==> src/rtl/spiCmdPkg.sv <==
package spiCmdPkg;
  // Strobes from the frame controller to the shift datapath
  typedef struct packed {
    logic load;     // frame start: load output word, clear command
    logic capture;  // rising serial clock: shift input in
    logic launch;   // falling serial clock: advance output
    logic commit;   // frame end: publish command
    logic accept;   // frame end with enough clocks
  } frameStrobes_t;
endpackage

==> src/rtl/spiFrameCtrl.sv <==
module spiFrameCtrl
  import spiCmdPkg::*;
#(
  parameter int WORD_W      = 32,
  parameter int CONV_CYCLES = 40,
  parameter int SYNC_STAGES = 2
) (
  input  logic          clk,
  input  logic          rstN,
  input  logic          csN,
  input  logic          sclk,
  input  logic          sdi,
  output frameStrobes_t strb,
  output logic          sdiS,
  output logic          frameActive,
  output logic          ready,
  output logic          protoErr
);
  localparam int CNT_MAX = WORD_W + 1;
  localparam int CNT_W   = $clog2(CNT_MAX + 1);
  localparam int TMR_W   = $clog2(CONV_CYCLES) + 1;

  typedef enum logic [1:0] {ST_IDLE, ST_FRAME, ST_CONV} state_t;

  logic [SYNC_STAGES-1:0] csSync, sclkSync, sdiSync;
  logic csS, sclkS, csPrev, sclkPrev;
  logic csFall, csRise, sclkRise, sclkFall;
  state_t state;
  logic [CNT_W-1:0] clkCnt;
  logic [TMR_W-1:0] convTmr;

  always_ff @(posedge clk or negedge rstN) begin
    if (!rstN) begin
      csSync   <= '1;
      sclkSync <= '0;
      sdiSync  <= '0;
      csPrev   <= 1'b1;
      sclkPrev <= 1'b0;
    end else begin
      csSync   <= {csSync[SYNC_STAGES-2:0], csN};
      sclkSync <= {sclkSync[SYNC_STAGES-2:0], sclk};
      sdiSync  <= {sdiSync[SYNC_STAGES-2:0], sdi};
      csPrev   <= csS;
      sclkPrev <= sclkS;
    end
  end

  assign csS   = csSync[SYNC_STAGES-1];
  assign sclkS = sclkSync[SYNC_STAGES-1];
  assign sdiS  = sdiSync[SYNC_STAGES-1];

  always_comb begin
    csFall   = csPrev & ~csS;
    csRise   = ~csPrev & csS;
    sclkRise = ~sclkPrev & sclkS;
    sclkFall = sclkPrev & ~sclkS;
    strb.load    = (state == ST_IDLE) && csFall;
    strb.capture = (state == ST_FRAME) && sclkRise && !csS;
    strb.launch  = (state == ST_FRAME) && sclkFall && !csS;
    strb.commit  = (state == ST_FRAME) && csRise;
    strb.accept  = strb.commit && (clkCnt >= CNT_W'(WORD_W));
  end

  always_ff @(posedge clk or negedge rstN) begin
    if (!rstN) begin
      state    <= ST_IDLE;
      clkCnt   <= '0;
      convTmr  <= '0;
      protoErr <= 1'b0;
    end else begin
      protoErr <= (state == ST_CONV) && csFall;
      case (state)
        ST_IDLE: if (strb.load) begin
          state  <= ST_FRAME;
          clkCnt <= '0;
        end
        ST_FRAME: begin
          if (strb.capture && clkCnt != CNT_W'(CNT_MAX)) clkCnt <= clkCnt + 1'b1;
          if (strb.commit) begin
            state   <= ST_CONV;
            convTmr <= '0;
          end
        end
        default: begin
          if (convTmr == TMR_W'(CONV_CYCLES - 1)) state <= ST_IDLE;
          else convTmr <= convTmr + 1'b1;
        end
      endcase
    end
  end

  assign ready       = (state == ST_IDLE);
  assign frameActive = (state == ST_FRAME);
endmodule

==> src/rtl/spiFrameDp.sv <==
module spiFrameDp
  import spiCmdPkg::*;
#(
  parameter int WORD_W = 32
) (
  input  logic              clk,
  input  logic              rstN,
  input  frameStrobes_t     strb,
  input  logic              sdiS,
  input  logic [WORD_W-1:0] outWord,
  output logic              sdo,
  output logic [WORD_W-1:0] cmdWord,
  output logic              cmdValid
);
  logic [WORD_W-1:0] outSr, inSr;

  always_ff @(posedge clk or negedge rstN) begin
    if (!rstN) begin
      outSr    <= '0;
      inSr     <= '0;
      cmdWord  <= '0;
      cmdValid <= 1'b0;
    end else begin
      cmdValid <= strb.commit;
      if (strb.load) begin
        outSr   <= outWord;
        cmdWord <= '0;
      end else if (strb.launch) begin
        outSr <= {outSr[WORD_W-2:0], 1'b0};
      end
      if (strb.capture) inSr <= {inSr[WORD_W-2:0], sdiS};
      if (strb.commit) cmdWord <= strb.accept ? inSr : '0;
    end
  end

  assign sdo = outSr[WORD_W-1];
endmodule

==> src/rtl/spiCmdSlave.sv <==
module spiCmdSlave
  import spiCmdPkg::*;
#(
  parameter int WORD_W      = 32,
  parameter int CONV_CYCLES = 40,
  parameter int SYNC_STAGES = 2
) (
  input  logic              clk,
  input  logic              rstN,
  input  logic              csN,
  input  logic              sclk,
  input  logic              sdi,
  input  logic [WORD_W-1:0] outWord,
  output logic              sdo,
  output logic              sdoEn,
  output logic              ready,
  output logic [WORD_W-1:0] cmdWord,
  output logic              cmdValid,
  output logic              protoErr
);
  frameStrobes_t strb;
  logic sdiS;

  spiFrameCtrl #(.WORD_W(WORD_W), .CONV_CYCLES(CONV_CYCLES), .SYNC_STAGES(SYNC_STAGES)) u_ctrl (
    .clk(clk), .rstN(rstN), .csN(csN), .sclk(sclk), .sdi(sdi),
    .strb(strb), .sdiS(sdiS), .frameActive(sdoEn), .ready(ready), .protoErr(protoErr)
  );

  spiFrameDp #(.WORD_W(WORD_W)) u_dp (
    .clk(clk), .rstN(rstN), .strb(strb), .sdiS(sdiS), .outWord(outWord),
    .sdo(sdo), .cmdWord(cmdWord), .cmdValid(cmdValid)
  );
endmodule

==> config.mk <==
export PLATFORM = sky130hd
export DESIGN_NAME = spiCmdSlave
export DESIGN_NICKNAME = d
export VERILOG_FILES = /design/src/rtl/spiCmdPkg.sv /design/src/rtl/spiFrameCtrl.sv /design/src/rtl/spiFrameDp.sv /design/src/rtl/spiCmdSlave.sv
export SDC_FILE = /design/constraint.sdc
export NUM_CORES = 1
export LEC_CHECK = 0
export CAP_MARGIN = 20
export CORE_MARGIN = 2
export CORE_UTILIZATION = 55
export DETAILED_ROUTE_END_ITERATION = 16
export DONT_BUFFER_PORTS = 1
export MAX_ROUTING_LAYER = met4
export PLACE_DENSITY = 0.7
export SLEW_MARGIN = 20
export SYNTH_ARGS = -nofsm -noshare
export SYNTH_HDL_FRONTEND = slang
export SYNTH_SLANG_ARGS = --single-unit
==> constraint.sdc <==
create_clock -name clk -period 5.1 [get_ports clk]
set_input_delay 0.51 -clock clk [delete_from_list [all_inputs] [get_ports clk]]
set_output_delay 0.51 -clock clk [all_outputs]
set_load 0.05 [all_outputs]
Word-level counts from Yosys, hierarchy flattened
Cells that the tools add are included.
Word-level totals
  bits of input ports: 37
  register bits after elaboration: 121
  output and inout port bits: 37
  word-level logic and storage cells: 66
Operators by class
  order comparisons: 1
  bitwise gates (word level): 9
  add/subtract/negate cells: 2
  equal/unequal tests: 8
  reduce and logical (&&, ||, !) cells: 18
  multiplexer cells: 15
Operators with widths (number)
  $mux 32: 5
  $mux 7: 2
  $pmux 7 s2: 1
  $mux 6: 2
  $pmux 6 s2: 1
  $logic_and 1x1->1: 9
  $reduce_and 3->1: 3
  $add 7x1->7 const B: 1
  $eq 7x6->1 const B: 1
  $add 6x1->6 const B: 1
  $ge 6x6->1 const B: 1
  $mux 2: 3
  $ne 2x1->1 const B: 3
  $ne 6x6->1 const B: 1
  $reduce_bool 2->1: 3
  $not 1->1: 5
  $and 1x1->1: 4
  $pmux 2 s2: 1
  $reduce_bool 3->1: 1
  $eq 2x1->1 const B: 1
  $eq 2x2->1 const B: 1
  $logic_not 2->1: 1
  $ne 2x2->1 const B: 1
  $logic_not 1->1: 1

Depth between registers and ports, before layout
  depth after elaboration: 7
  depth in mapped cells: 7
  mapped depth without buffers: 6

Cells and area by module
A second synthesis with hierarchy kept.
Unflattened totals
  cells, all modules: 379
  area, all modules: 5063.6 µm²
Modules (own cells, without submodules)
  spiFrameDp: seq. area each 2427.3 µm², cells an instance 280, area each 3982.6 µm², times used 1
  spiFrameCtrl: seq. area each 604.3 µm², cells an instance 99, area each 1081.0 µm², times used 1

Least setup slack after synthesis
No wires, ideal clock.
  kind: register to output
  start: register u_ctrl.state[1]
  end: output ready
  setup slack: 3.339 ns
  data required time: 4.590 ns
  buffers on the path: 1
  cell stages (with the launch flop): 3
  arrival time: 1.251 ns
  cells stage by stage: dfrtp_1 -> buf_2 -> nor2_1
On the way
  longest elaborated chain between the ends: 1
RTL lines
  start: declaration: line spiFrameCtrl.sv:28  | state_t state;
  start signal: assignment: line spiFrameCtrl.sv:66  | state <= ST_IDLE;
  start signal: assignment: line spiFrameCtrl.sv:74  | state <= ST_FRAME;
  start signal: assignment: line spiFrameCtrl.sv:80  | state <= ST_CONV;
  $logic_not 2->1: line spiFrameCtrl.sv:92  | assign ready = (state == ST_IDLE);
  end: declaration: line spiCmdSlave.sv:16  | output logic ready,
No other way between the ends.

Final worst setup path
Same ends and word-level chain as after synthesis.

==> results summary <==
The share of power burned in the clock network is 42.3%. The cell count after placement came out at 469. The upper clock frequency limit came out at 435 MHz. The width of the die came out at 97.8 um. STA classifies the critical path startpoint as a flop. The global routing usage summed across all routing layers is 19.5%.

The number of detailed-routing iterations run before antenna repair is 4. The largest stage delay on the critical path is 0.77 ns. The portion of total power attributed to sequential cells came out at 45.5%. The worst hold path was traced through 0 stages. Using the TritonRoute via totals, the vias-per-cell ratio works out to 5.80.

For the worst-skew pair, the clock arrives at the later sink with an insertion delay of 0.50 ns. The total negative slack is 0 ns. For hold timing, the worst endpoint is u_ctrl.sdiSync[0]. The multi-input combinational cells in the finished layout cover a total of 1650 um^2. The switching component of the power is 0.000766 W. The number of synthesized flops with an enable pin came out at 0.

The leakage power summed over all cells is 2.71 nW. The slowest stage of the critical path belongs to the cell nor2_1. The register area share after synthesis is 62.7%.

The total global routing overflow came out at 0. The total count of hold-check failures in the final report came to 0. The number of warnings reported in the yosys synthesis log came out at 0. The number of global-route vias before repair came out at 2,897.

The number of distinct library cell variants in the gate-level netlist after synthesis is 43. The violation count after the first detailed-routing iteration is 157. The internal power of the cells totals 0.00206 W. The die covers 9560 um^2. The core occupancy in the finished layout is 64.0%. TritonCTS built the clock tree.

The total wire length is 8580 um. The ratio of total power to cell area is 511 nW/um^2. The worst setup path is captured at an output pin. Entering global routing, the biggest net connects 122 pins. The number of buffers and inverters on the critical path came out at 0.

The relative contribution of combinational cells to total power came out at 12.2%. The placer congestion estimate is 0.820. Gates resized during post-CTS repair numbered 0. The flow ran to the end, and the final reports show no timing, DRC or antenna violations. The critical path data arrival time is 1.79 ns.

For this run, asynchronously set or reset flops after synthesis account for 100%. The H-tree was split into 4 levels. The maximum ir drop on the vdd rail came out at 256 uV. The worst register-to-register path ends at u_dp.outSr[30]. Counting every instance in the synthesized netlist gives 379.

74 I/O pins were placed. Once the floorplan was initialized, standard cells occupied 56.0% of the core. Synthesis inferred 121 register bits.

The clock tree skew after final layout is 0.00779 ns. The post-synthesis net count is 420. The min-delay analysis places its worst path in the category primary input to flop.

The switching share of power is 27.1%. The detailed placement HPWL is 5080 um. For the pin with the worst max-slew slack, the measured transition is 0.928 ns. The worst slew slack as a fraction of its limit came out at 37.9%.

The clock edge transition at the registers on the reported setup and hold paths came out at 0.06 ns. After filler insertion, the fill cell instance count of the layout stands at 654. The sequential cell area is 3030 um^2. The number of buffers on the longest clock path came out at 2. In this run the core area contains 34 standard-cell rows. In this run the clock root is driven by a clkbuf_8.

The count of nets left with antenna violations once routing finished came out at 0. The average instance in the mapped netlist occupies 12.8 um^2. The wire length of the first global-routing pass is 14,400 um. Grouping stages by cell kind, the critical path spends the most delay in simple AND/OR/NAND/NOR gates. Cells with a size suffix above 1 make up 21.0% of the layout. The number of CTS-inserted buffers came out at 17. The setup fix buffers added after clock tree synthesis came out at 0. The worst hold slack after final layout came out at 0.0345 ns. The number of antenna violations at the first check in global routing is 1.

Dividing the detail-routed wire length by the instance count gives 17.0 um. The critical path is of the flop to output pin type. The worst-case register-to-register setup slack came out at 3.13 ns.

The signal on the critical path passes through nor2_1. The predominant post-synthesis flop cell is dfrtp_1. The floorplan core area came out at 8640 um^2. The required time of the critical path is 4.59 ns. In this run the worst path has a maximum fanout of 12. The count of maximum capacitance violations is 0. The number of max-slew violations in the final report is 0. The final setup violation count came out at 0. Setup repair after global routing left no endpoint under its margin. The period utilization is 45.1%. The synthesized cell area is 4840 um^2. The worst register-to-register path begins at u_ctrl.state[1].

The net count reported at finish is 424. The count of non-filler cells in the finished layout came out at 505. Compared with the post-synthesis result, the final layout area differs by 14.3%. The overall via count from detail_route is 2,928.

For the finished layout, the period the worst path requires is 2.30 ns. Buffers placed on the I/O ports in this run total 0. Counting every sink on the clock net gives 121. The length in cells of the worst reg-to-reg path is 4.

The total power consumption of the routed design is 0.00282 W. The die height is 97.8 um. The number of remaining DRC errors came out at 0. The hold path startpoint is sdi.
## final cells by class
cell class                      count  area share [%]
Timing Repair Buffer                8            1.54
Tap cell                          108            2.44
Clock inverter                     11            2.60
Clock buffer                       21            8.31
Sequential cell                   121            54.8
Multi-Input combinational cell    228            29.8
Inverter                            7           0.475
Antenna cell                        1          0.0453
## power groups by stage
stage               registers, W  clock network, W  logic [W]
finish                   0.00129           0.00119   0.000343
global route             0.00131           0.00126   0.000400
CTS                      0.00128           0.00122   0.000349
detailed placement       0.00130                 0   0.000325
global placement         0.00129                 0   0.000309
floorplan                0.00126                 0   0.000298
## flip-flops by register name, summed over array words and instances, names as in the netlist
signal,count
u_ctrl.clkCnt,6
u_ctrl.sclkSync,2
u_dp.cmdValid,1
u_ctrl.convTmr,7
u_dp.cmdWord,32
u_dp.outSr,32
u_ctrl.sclkPrev,1
u_dp.inSr,32
u_ctrl.csPrev,1
u_ctrl.csSync,2
u_ctrl.protoErr,1
u_ctrl.sdiSync,2
u_ctrl.state,2
## worst max-delay path by stage
| stage | startpoint | to | depth (start not counted) |
|---|---|---|---|
| finish | u_ctrl.state[1] | ready | 1 |
| CTS | u_ctrl.state[1] | u_dp.outSr[30] | 4 |
| global placement | u_ctrl.state[1] | u_dp.outSr[30] | 4 |
| floorplan | u_ctrl.state[1] | ready | 2 |
| global route | u_ctrl.state[1] | sdoEn | 2 |
| detailed placement | u_ctrl.state[1] | u_dp.outSr[30] | 4 |
## routing by layer
metal  vias to the layer above  track usage [%]  share of wire (%)
li1                       1359                -                  -
met1                      1471             26.5                 45
met2                        82             28.1                 48
met3                        16             5.08                5.5
met4                         0             8.33                2.2
met5                         -                -                  0
## synthesized netlist by cell type, types with 2 or more instances
cell | count | area share (%)
dfrtp_1 | 118 | 61
nand2_1 | 67 | 5.2
a22o_1 | 33 | 6.0
mux2_2 | 33 | 7.7
a22oi_1 | 29 | 4.5
buf_2 | 11 | 1.1
o21ai_0 | 9 | 0.93
buf_4 | 7 | 1.1
inv_1 | 7 | 0.54
a21oi_1 | 4 | 0.41
ha_1 | 4 | 1.0
mux2i_1 | 4 | 0.83
nand3_1 | 4 | 0.41
nand4_1 | 4 | 0.52
nor2_1 | 4 | 0.31
or3_1 | 4 | 0.52
buf_6 | 3 | 0.70
dfstp_2 | 3 | 1.6
a21o_1 | 2 | 0.31
clkbuf_1 | 2 | 0.16
nand2b_1 | 2 | 0.26
nor2b_1 | 2 | 0.26
nor3_1 | 2 | 0.21
nor3b_1 | 2 | 0.31
## placed cells by master, fill, tap and decap left out, types with 5 or more instances in the layout
cell type,n
buf_4,5
inv_1,7
mux2_2,33
dfrtp_1,118
a22o_1,33
a22oi_1,29
clkbuf_16,16
nand2_1,67
o21ai_0,9
## kinds of logic (layout without fill, tap and decap cells)
kind of cell             count (synthesis)  after routing  synth area share [%]
AO/OA/AOI/OAI                           83             83                  13.2
XOR/XNOR                                 2              2                 0.362
adder cells (fa/ha/maj)                  4              4                  1.03
buffers and inverters                   30             47                  3.62
flip-flops                             121            121                  62.7
multiplexers                            37             37                  8.51
other                                    0              1                     0
AND/OR/NAND/NOR                        102            102                  10.6
## metrics by stage
step / cell area (um^2) / worst slack (ns)
3_5_place_dp: 4870 / 2.75
4_1_cts: 5530 / 2.75
5_1_grt: 5530 / 2.73
6_report: 5530 / 2.80
3_3_place_gp: 4870 / 2.82
2_1_floorplan: 4840 / 3.34
## timing repair
| item | in CTS | in global routing |
|---|---|---|
| endpoints found under the setup margin | 0 | 0 |
| hold buffers | 3 | 0 |
| endpoints found under the hold margin | 122 | 0 |
(Power assumes the default switching activity.)
